==> src/rtl/dcg_pkg.sv <==
package dcg_pkg;

    typedef enum logic [1:0] {
        SRC_BAD0   = 2'b00,
        SRC_PERIPH = 2'b01,
        SRC_EXT    = 2'b10,
        SRC_BAD3   = 2'b11
    } src_sel_e;

    typedef enum logic {
        DIV_RUN  = 1'b0,
        DIV_HALT = 1'b1
    } div_state_e;

    function automatic logic src_legal(input logic [1:0] code);
        return (code == SRC_PERIPH) || (code == SRC_EXT);
    endfunction

endpackage

==> src/rtl/dcg_ctrl_reg.sv <==
module dcg_ctrl_reg
    import dcg_pkg::*;
#(
    parameter int RATIO_W = 6
) (
    input  logic               clk,
    input  logic               rst_n,
    input  logic               wr,
    input  logic [15:0]        wdata,
    output logic [1:0]         sel_o,
    output logic [RATIO_W-1:0] ratio_o,
    output logic [15:0]        rdata
);

    localparam int SEL_LSB  = 12;
    localparam int FIXED_HI = 8;

    logic [1:0]         sel_q;
    logic [RATIO_W-1:0] ratio_q;

    always_ff @(posedge clk or negedge rst_n) begin
        if (!rst_n) begin
            sel_q   <= SRC_PERIPH;
            ratio_q <= RATIO_W'(1);
        end else if (wr) begin
            sel_q   <= wdata[SEL_LSB+1:SEL_LSB];
            ratio_q <= wdata[RATIO_W-1:0];
        end
    end

    always_comb begin
        rdata                     = '0;
        rdata[SEL_LSB+1:SEL_LSB]  = sel_q;
        rdata[FIXED_HI]           = 1'b1;
        rdata[RATIO_W-1:0]        = ratio_q;
    end

    assign sel_o   = sel_q;
    assign ratio_o = ratio_q;

    // a write lands in the fields on the following cycle
    a_r10_write_lands: assert property (@(posedge clk) disable iff (!rst_n)
        wr |=> (sel_q == $past(wdata[SEL_LSB+1:SEL_LSB])) && (ratio_q == $past(wdata[RATIO_W-1:0])));

endmodule

==> src/rtl/dcg_divider.sv <==
module dcg_divider
    import dcg_pkg::*;
#(
    parameter int RATIO_W = 6,
    parameter int DIV_MAX = 32
) (
    input  logic               clk,
    input  logic               rst_n,
    input  logic [1:0]         sel,
    input  logic [RATIO_W-1:0] ratio,
    input  logic               strobe,
    output logic               dot_o
);

    localparam int CNT_W = $clog2(DIV_MAX);
    localparam int DIV_W = CNT_W + 1;
    localparam logic [RATIO_W-1:0] MAX_R = RATIO_W'(DIV_MAX);

    div_state_e       state_q, state_d;
    logic [CNT_W-1:0] cnt_q;
    logic [DIV_W-1:0] cur_div_q;
    logic             dot_q;
    logic             legal;

    function automatic logic [DIV_W-1:0] eff_div(input logic [RATIO_W-1:0] r);
        if (r == '0 || r > MAX_R) return MAX_R[DIV_W-1:0];
        return r[DIV_W-1:0];
    endfunction

    assign legal = src_legal(sel);

    always_comb begin
        state_d = legal ? DIV_RUN : DIV_HALT;
    end

    always_ff @(posedge clk or negedge rst_n) begin
        if (!rst_n) state_q <= DIV_RUN;
        else        state_q <= state_d;
    end

    always_ff @(posedge clk or negedge rst_n) begin
        if (!rst_n) begin
            cnt_q     <= '0;
            cur_div_q <= DIV_W'(1);
            dot_q     <= 1'b0;
        end else begin
            dot_q <= 1'b0;
            unique case (state_q)
                DIV_HALT: begin
                    cnt_q <= '0;
                    if (legal) cur_div_q <= eff_div(ratio);
                end
                DIV_RUN: begin
                    if (!legal) begin
                        cnt_q <= '0;
                    end else if (strobe) begin
                        if ({1'b0, cnt_q} == cur_div_q - DIV_W'(1)) begin
                            dot_q     <= 1'b1;
                            cnt_q     <= '0;
                            cur_div_q <= eff_div(ratio);
                        end else begin
                            cnt_q <= cnt_q + CNT_W'(1);
                        end
                    end
                end
            endcase
        end
    end

    assign dot_o = dot_q;

    // the strobe count never reaches the active ratio
    a_r4_cnt_in_range: assert property (@(posedge clk) disable iff (!rst_n)
        (state_q == DIV_RUN) |-> ({1'b0, cnt_q} < cur_div_q));

    // a prohibited code silences the next cycle
    a_r6_halt_silent: assert property (@(posedge clk) disable iff (!rst_n)
        !legal |=> !dot_q);

    // ratio reload only at a dot boundary while running
    a_r7_div_at_boundary: assert property (@(posedge clk) disable iff (!rst_n)
        (state_q == DIV_RUN && $past(state_q) == DIV_RUN && cur_div_q != $past(cur_div_q)) |-> dot_q);

endmodule

==> src/rtl/dcg_shift.sv <==
module dcg_shift #(
    parameter int MAX_BUS = 16
) (
    input  logic       clk,
    input  logic       rst_n,
    input  logic       dot,
    input  logic       passive,
    input  logic [1:0] width_sel,
    output logic       shift_o
);

    localparam int SC_W = $clog2(MAX_BUS);

    logic [SC_W-1:0] sc_q;
    logic [SC_W-1:0] last;

    always_comb begin
        unique case (width_sel)
            2'b00:   last = SC_W'(3);
            2'b01:   last = SC_W'(7);
            default: last = SC_W'(MAX_BUS - 1);
        endcase
    end

    always_ff @(posedge clk or negedge rst_n) begin
        if (!rst_n)   sc_q <= '0;
        else if (dot) sc_q <= (sc_q >= last) ? '0 : sc_q + SC_W'(1);
    end

    assign shift_o = dot && (!passive || sc_q == last);

    // a shift pulse is always a dot pulse too
    a_r9_shift_needs_dot: assert property (@(posedge clk) disable iff (!rst_n)
        shift_o |-> dot);

endmodule

==> src/rtl/lcd_dotclk_gen.sv <==
module lcd_dotclk_gen
    import dcg_pkg::*;
#(
    parameter int RATIO_W = 6,
    parameter int DIV_MAX = 32,
    parameter int MAX_BUS = 16
) (
    input  logic        clk,
    input  logic        rst_n,
    input  logic        reg_wr,
    input  logic [15:0] reg_wdata,
    output logic [15:0] reg_rdata,
    input  logic        src_periph_en,
    input  logic        src_ext_en,
    input  logic        panel_passive,
    input  logic [1:0]  bus_width_sel,
    output logic        dot_en,
    output logic        shift_en
);

    logic [1:0]         sel;
    logic [RATIO_W-1:0] ratio;
    logic               src_strobe;

    dcg_ctrl_reg #(.RATIO_W(RATIO_W)) u_reg (
        .clk(clk), .rst_n(rst_n), .wr(reg_wr), .wdata(reg_wdata),
        .sel_o(sel), .ratio_o(ratio), .rdata(reg_rdata)
    );

    assign src_strobe = (sel == SRC_EXT) ? src_ext_en : src_periph_en;

    dcg_divider #(.RATIO_W(RATIO_W), .DIV_MAX(DIV_MAX)) u_div (
        .clk(clk), .rst_n(rst_n), .sel(sel), .ratio(ratio),
        .strobe(src_strobe), .dot_o(dot_en)
    );

    dcg_shift #(.MAX_BUS(MAX_BUS)) u_shift (
        .clk(clk), .rst_n(rst_n), .dot(dot_en), .passive(panel_passive),
        .width_sel(bus_width_sel), .shift_o(shift_en)
    );

    // active panels shift on every dot
    a_r8_active_shift_eq_dot: assert property (@(posedge clk) disable iff (!rst_n)
        !panel_passive |-> (shift_en == dot_en));

    // every dot follows a strobe of the selected source
    a_r3_dot_from_source: assert property (@(posedge clk) disable iff (!rst_n)
        dot_en |-> $past(src_strobe));

endmodule

==> config.mk <==
export PLATFORM = sky130hd
export DESIGN_NAME = lcd_dotclk_gen
export DESIGN_NICKNAME = d
export VERILOG_FILES = /design/src/rtl/dcg_pkg.sv /design/src/rtl/dcg_ctrl_reg.sv /design/src/rtl/dcg_divider.sv /design/src/rtl/dcg_shift.sv /design/src/rtl/lcd_dotclk_gen.sv
export SDC_FILE = /design/constraint.sdc
export NUM_CORES = 1
export LEC_CHECK = 0
export ABC_CLOCK_PERIOD_IN_PS = 5600
export CAP_MARGIN = 20
export CORE_MARGIN = 3
export CORE_UTILIZATION = 51
export DETAILED_ROUTE_END_ITERATION = 8
export GPL_TIMING_DRIVEN = 1
export PLACE_DENSITY_LB_ADDON = 0.05
export RECOVER_POWER = 100
export REMOVE_ABC_BUFFERS = 1
export SYNTH_ARGS = -nofsm -noshare
export SYNTH_HDL_FRONTEND = slang
export SYNTH_SLANG_ARGS = --single-unit
export TNS_END_PERCENT = 1
==> constraint.sdc <==
create_clock -name clk -period 5.6 [get_ports clk]
set_input_delay 1.68 -clock clk [delete_from_list [all_inputs] [get_ports clk]]
set_output_delay 1.68 -clock clk [all_outputs]
set_load 0.005 [all_outputs]
# After elaboration in Yosys (flattened, before gate mapping)

Cells that the tools add are included.

Bits of input ports: 24
Output and inout port bits: 18
Word-level logic and storage cells: 58
Flip-flop bits (word level): 25

Reduce and logical (&&, ||, !) cells: 8
Muxes and demuxes: 27
$lt $le $gt $ge: 2
Bitwise gates (word level): 1
Eq/ne operators: 10
Add/subtract/negate cells: 3

Operator list:

| cell                                                   | count |
|---|---|
| 2-to-1 mux 6 bit                                       | 7 |
| 2-to-1 mux 5 bit                                       | 3 |
| 2-to-1 mux 1 bit                                       | 13 |
| one-hot mux 6 bit (2 select lines)                     | 1 |
| one-hot mux 5 bit (2 select lines)                     | 1 |
| one-hot mux 4 bit (2 select lines)                     | 1 |
| equality test 5 x 6 -> 1 bit                           | 1 |
| greater-than comparator 6 bit (second input constant)  | 1 |
| logical NOT 6 bit                                      | 1 |
| subtractor 6 x 1 -> 6 bit (second input constant)      | 1 |
| adder 5 x 1 -> 5 bit (second input constant)           | 1 |
| adder 4 x 1 -> 4 bit (second input constant)           | 1 |
| equality test 2 x 1 -> 1 bit (second input constant)   | 2 |
| equality test 4 bit                                    | 1 |
| greater-or-equal comparator 4 bit                      | 1 |
| 2-to-1 mux 4 bit                                       | 1 |
| inequality test 2 x 1 -> 1 bit (second input constant) | 2 |
| inequality test 2 bit (second input constant)          | 2 |
| AND reduction 4 bit                                    | 1 |
| logical OR 1 bit                                       | 3 |
| inequality test 3 bit (second input constant)          | 1 |
| equality test 2 bit (second input constant)            | 1 |
| logical NOT 2 bit                                      | 1 |
| logical AND 1 bit                                      | 1 |
| 2 further kinds                                        | 2 |

# Depth between registers and ports, before layout

Depth after elaboration: 12
Depth in mapped cells: 8
Mapped depth without buffers: 7

# By module

Synthesis repeated with hierarchy kept, for this count alone.

Cell total of the unflattened synthesis: 143
Area, all modules: 1502.7 um^2

Modules (own cells, without submodules):

| module         | seq. area each (um^2) | instances | cells each | area each (um^2) |
|---|---|---|---|---|
| dcg_divider    | 326.6                 | 1         | 79         | 737.0 |
| dcg_ctrl_reg   | 202.7                 | 1         | 35         | 461.7 |
| dcg_shift      | 100.1                 | 1         | 27         | 275.3 |
| lcd_dotclk_gen | 0.0                   | 1         | 2          | 28.8 |

# Worst setup path before layout

No wires, ideal clock.

Kind: input -> output
Start point: in bus_width_sel[1]
End point: out shift_en
Stages: 4
Arrival time: 2.208 ns
Path buffers: 0
Path slack: 1.712 ns
Data required time: 3.920 ns
Cell sequence: inv_1 > ha_1 > nand3_1 > a21oi_1

Word-level cells in the longest chain between the ends: 5

RTL lines:

| item                                                              | line                 | text |
|---|---|---|
| start, declared                                                   | lcd_dotclk_gen.sv:16 | `input logic [1:0] bus_width_sel,` |
| equality test 2 x 1 -> 1 bit or logical NOT 2 bit (tied branches) | dcg_shift.sv:18      | `unique case (width_sel)` |
| one-hot mux 4 bit (2 select lines) (*)                            | dcg_shift.sv:18      |  |
| equality test 4 bit (*)                                           | dcg_shift.sv:30      | `assign shift_o = dot && (!passive \|\| sc_q == last);` |
| logical OR 1 bit (*)                                              | dcg_shift.sv:30      |  |
| logical AND 1 bit (*)                                             | dcg_shift.sv:30      |  |
| end, declared                                                     | lcd_dotclk_gen.sv:18 | `output logic shift_en` |

Mark *: on every way between the ends. The rest lies on a longest branch, timed or not.

# Worst setup path after layout

Ends and elaborated chain as after synthesis.

==> impl_metrics.yaml <==
finish:
  drive_above_1_share: 0.110
  final.fill_count: 216
  seqCellArea_sq_um: 629
  multiInputGateArea_sq_um: 738
  final_cells: 202
  area_growth_pct: 17.7
  nNetsFinal: 203
  diodes: 0
flow_run:
  maxCapViolCount: 0
timing:
  rsz0062_at_grt: "no"
  worst_slack_ns: 0.581
  finalCritPeriodShare: 0.896
  slew-limit-headroom: 0.344
  setup_viol: 0
  hold_viol: 0
  skew_ns: 0.00831
  max_freq_ghz: 0.199
  worst_slew_pin_slew_ns: 0.984
  setup_tns_ns: 0
  maxSlewViolCount: 0
  fin_crit_ns: 5.02
  whs_ns: 0.522
critical_path:
  startpoint: "bus_width_sel[1]"
  critPathRequiredTime_ns: 3.92
  arrival_ns: 3.34
  path_class: "in -> out"
  worst_setup_path_end_kind: "primary output"
  start_kind: "input port"
  worstPathMaxFanout: 2
  r2r_start: "u_div.cur_div_q[0]"
synthesis:
  synth-edff-count: 0
  synth_top_flop_cell: "dfrtp_1"
  yosys_warnings: 0
  synthArstFlopShare: 1.00
  seq_area_frac_synth: 0.430
  syn_avg_cell_area_sq_um: 10.0
  yosysUniqueCellTypes: 40
  netlist_instances: 146
  synth_area_sq_mm: 0.00146
  synth-seq-cells: 25
routing:
  avgRoutedWirePerCell_um: 14.5
  drtIter0Drc: 49
  vias: 1140
  antenna_left: 0
  via_per_inst: 5.64
  dr.pass1.iters: 4
  drc: 0
  totalWireLength_mm: 2.93
global_route:
  grt_pass1_wl_mm: 5.29
  gr-total-overflow: 0
  grt_max_degree: 26
  grt_usage: 0.195
  grt_pass1_vias: 1217
  antenna_found_initial: 0
power:
  power.leakage_uw: 0.000801
  p_total_uw: 560
  vdd_ir_drop_max_uv: 252
  pwr_density_cell_mw_per_mm2: 325
cts:
  clk_latency_ns: 0.31
  cts_setup_buffers: 0
  clock-root-buffer: "clkbuf_4"
  cts_tree: "done"
  cts_max_level: 1
  cts_buffers: 3
  clock_path_buffers: 2
  clock-sinks: 25
  ctsHoldBuffers: 0
  path_clk_slew_ns: 0.13
  cts_resized: 0
floorplanning:
  start_util: 0.565
  core-area_sq_mm: 0.00259
  die_x_um: 59.6
  rows: 18
  die_h_um: 59.6
  die_area_sq_mm: 0.00355
  pin_count: 42
worst_hold_path:
  min_path_type: "reg -> reg"
  min_from: "u_shift.sc_q[3]"
placed_design:
  io_buffers: 25
  place_ws_ns: 0.690
  place_congestion: 0.784
  dp_cells: 197
  dp_hpwl_mm: 2.29
outcome:
  status: "complete, no violations"
## synth_stat cells, types with 2 or more instances
master	count	share of area
buf_4	8	0.041
conb_1	2	0.0051
dfrtp_1	22	0.38
a221oi_1	2	0.012
nor3_1	5	0.017
xor2_1	3	0.018
and3b_1	2	0.012
a21o_1	5	0.026
or2_2	2	0.0085
xnor2_1	3	0.018
nand2_1	17	0.044
nor2_1	3	0.0077
a21oi_1	9	0.031
mux2i_1	2	0.014
nand3_1	6	0.021
ha_1	6	0.051
o21ai_1	6	0.021
o21ai_0	2	0.0068
mux2_2	6	0.046
dfstp_2	3	0.054
a41o_1	5	0.034
inv_1	9	0.023
## state kept, by name, summed over array words and instances, names as in the netlist
signal / count
u_div.cnt_q: 5
u_div.cur_div_q: 6
u_div.dot_o: 1
u_div.state_q: 1
u_reg.ratio_o: 6
u_reg.sel_o: 2
u_shift.sc_q: 4
## metrics by stage
step                instance area, sq um   util
finish                              1720  0.665
global route                        1720  0.665
CTS                                 1730  0.666
detailed placement                  1700  0.656
global placement                    1700  0.656
floorplan                           1410      -
## worst paths after layout
check | endpoint | slack [ns] | cells past startpoint
worst min register to register | u_shift.sc_q[3] | 0.52 | 1
max in group asynchronous | u_reg.ratio_o[4] | 2.70 | 2
min in group asynchronous | u_div.cnt_q[3] | 1.69 | 1
worst min-delay path | u_shift.sc_q[3] | 0.52 | 1
worst max register to register | u_div.cur_div_q[3] | 3.35 | 7
worst max-delay path | shift_en | 0.58 | 6
## where the power goes
group	switching, uW	total (uW)	internal [uW]	leakage [uW]
combinational	110	218	109	0.000477
clock	49.7	77.5	27.8	0.0000150
sequential	45.4	264	219	0.000309
## kinds of logic after synthesis
group / after synthesis / synth area share
buf+inv: 20 / 0.0769
fa+ha+maj: 6 / 0.0513
other cells: 2 / 0.00513
simple gates: 41 / 0.148
flops: 25 / 0.430
xor+xnor: 6 / 0.0359
mux: 9 / 0.0675
compound gates: 37 / 0.185
## area by class of cell
cell class,instances,share of cell area
sequential,25,0.365
timing repair buffer,26,0.147
tap,30,0.0218
inverter,10,0.0218
multi-input combinational,107,0.428
clock buffer,4,0.0153
## metal layers
layer  up-vias  track usage  part of all wire
met5         -            0                 0
met4         0       0.0665            0.0062
met3         2       0.0392             0.047
met2        32        0.328              0.50
met1       546        0.249              0.45
li1        560            -                 -
## critical path, cell delays in order
cell and delay [ns]:
dlygate4sd3_1 0.54, inv_1 0.05, ha_1 0.29, nand3_1 0.07, a21oi_1 0.13, dlygate4sd3_1 0.57
## layout by cell type (no fill, tap or decap), types with 2 or more instances in the layout
| cell type | n |
|---|---|
| dfrtp_1 | 22 |
| nand2_1 | 17 |
| dlygate4sd3_1 | 13 |
| clkdlybuf4s50_1 | 12 |
| inv_1 | 9 |
| a21oi_1 | 9 |
| conb_1 | 8 |
| nand3_1 | 6 |
| mux2_2 | 6 |
| o21ai_0 | 6 |
| ha_1 | 6 |
| nor3_1 | 5 |
| a21o_1 | 5 |
| a41o_1 | 5 |
| xor2_1 | 3 |
| xnor2_1 | 3 |
| nor2_1 | 3 |
| clkbuf_4 | 3 |
| mux2i_1 | 2 |
| and3b_1 | 2 |
| o21ai_1 | 2 |
| a221oi_1 | 2 |
| or2_2 | 2 |
| clkbuf_1 | 2 |
| dfstp_1 | 2 |
Power figures use the tool's default switching activity.
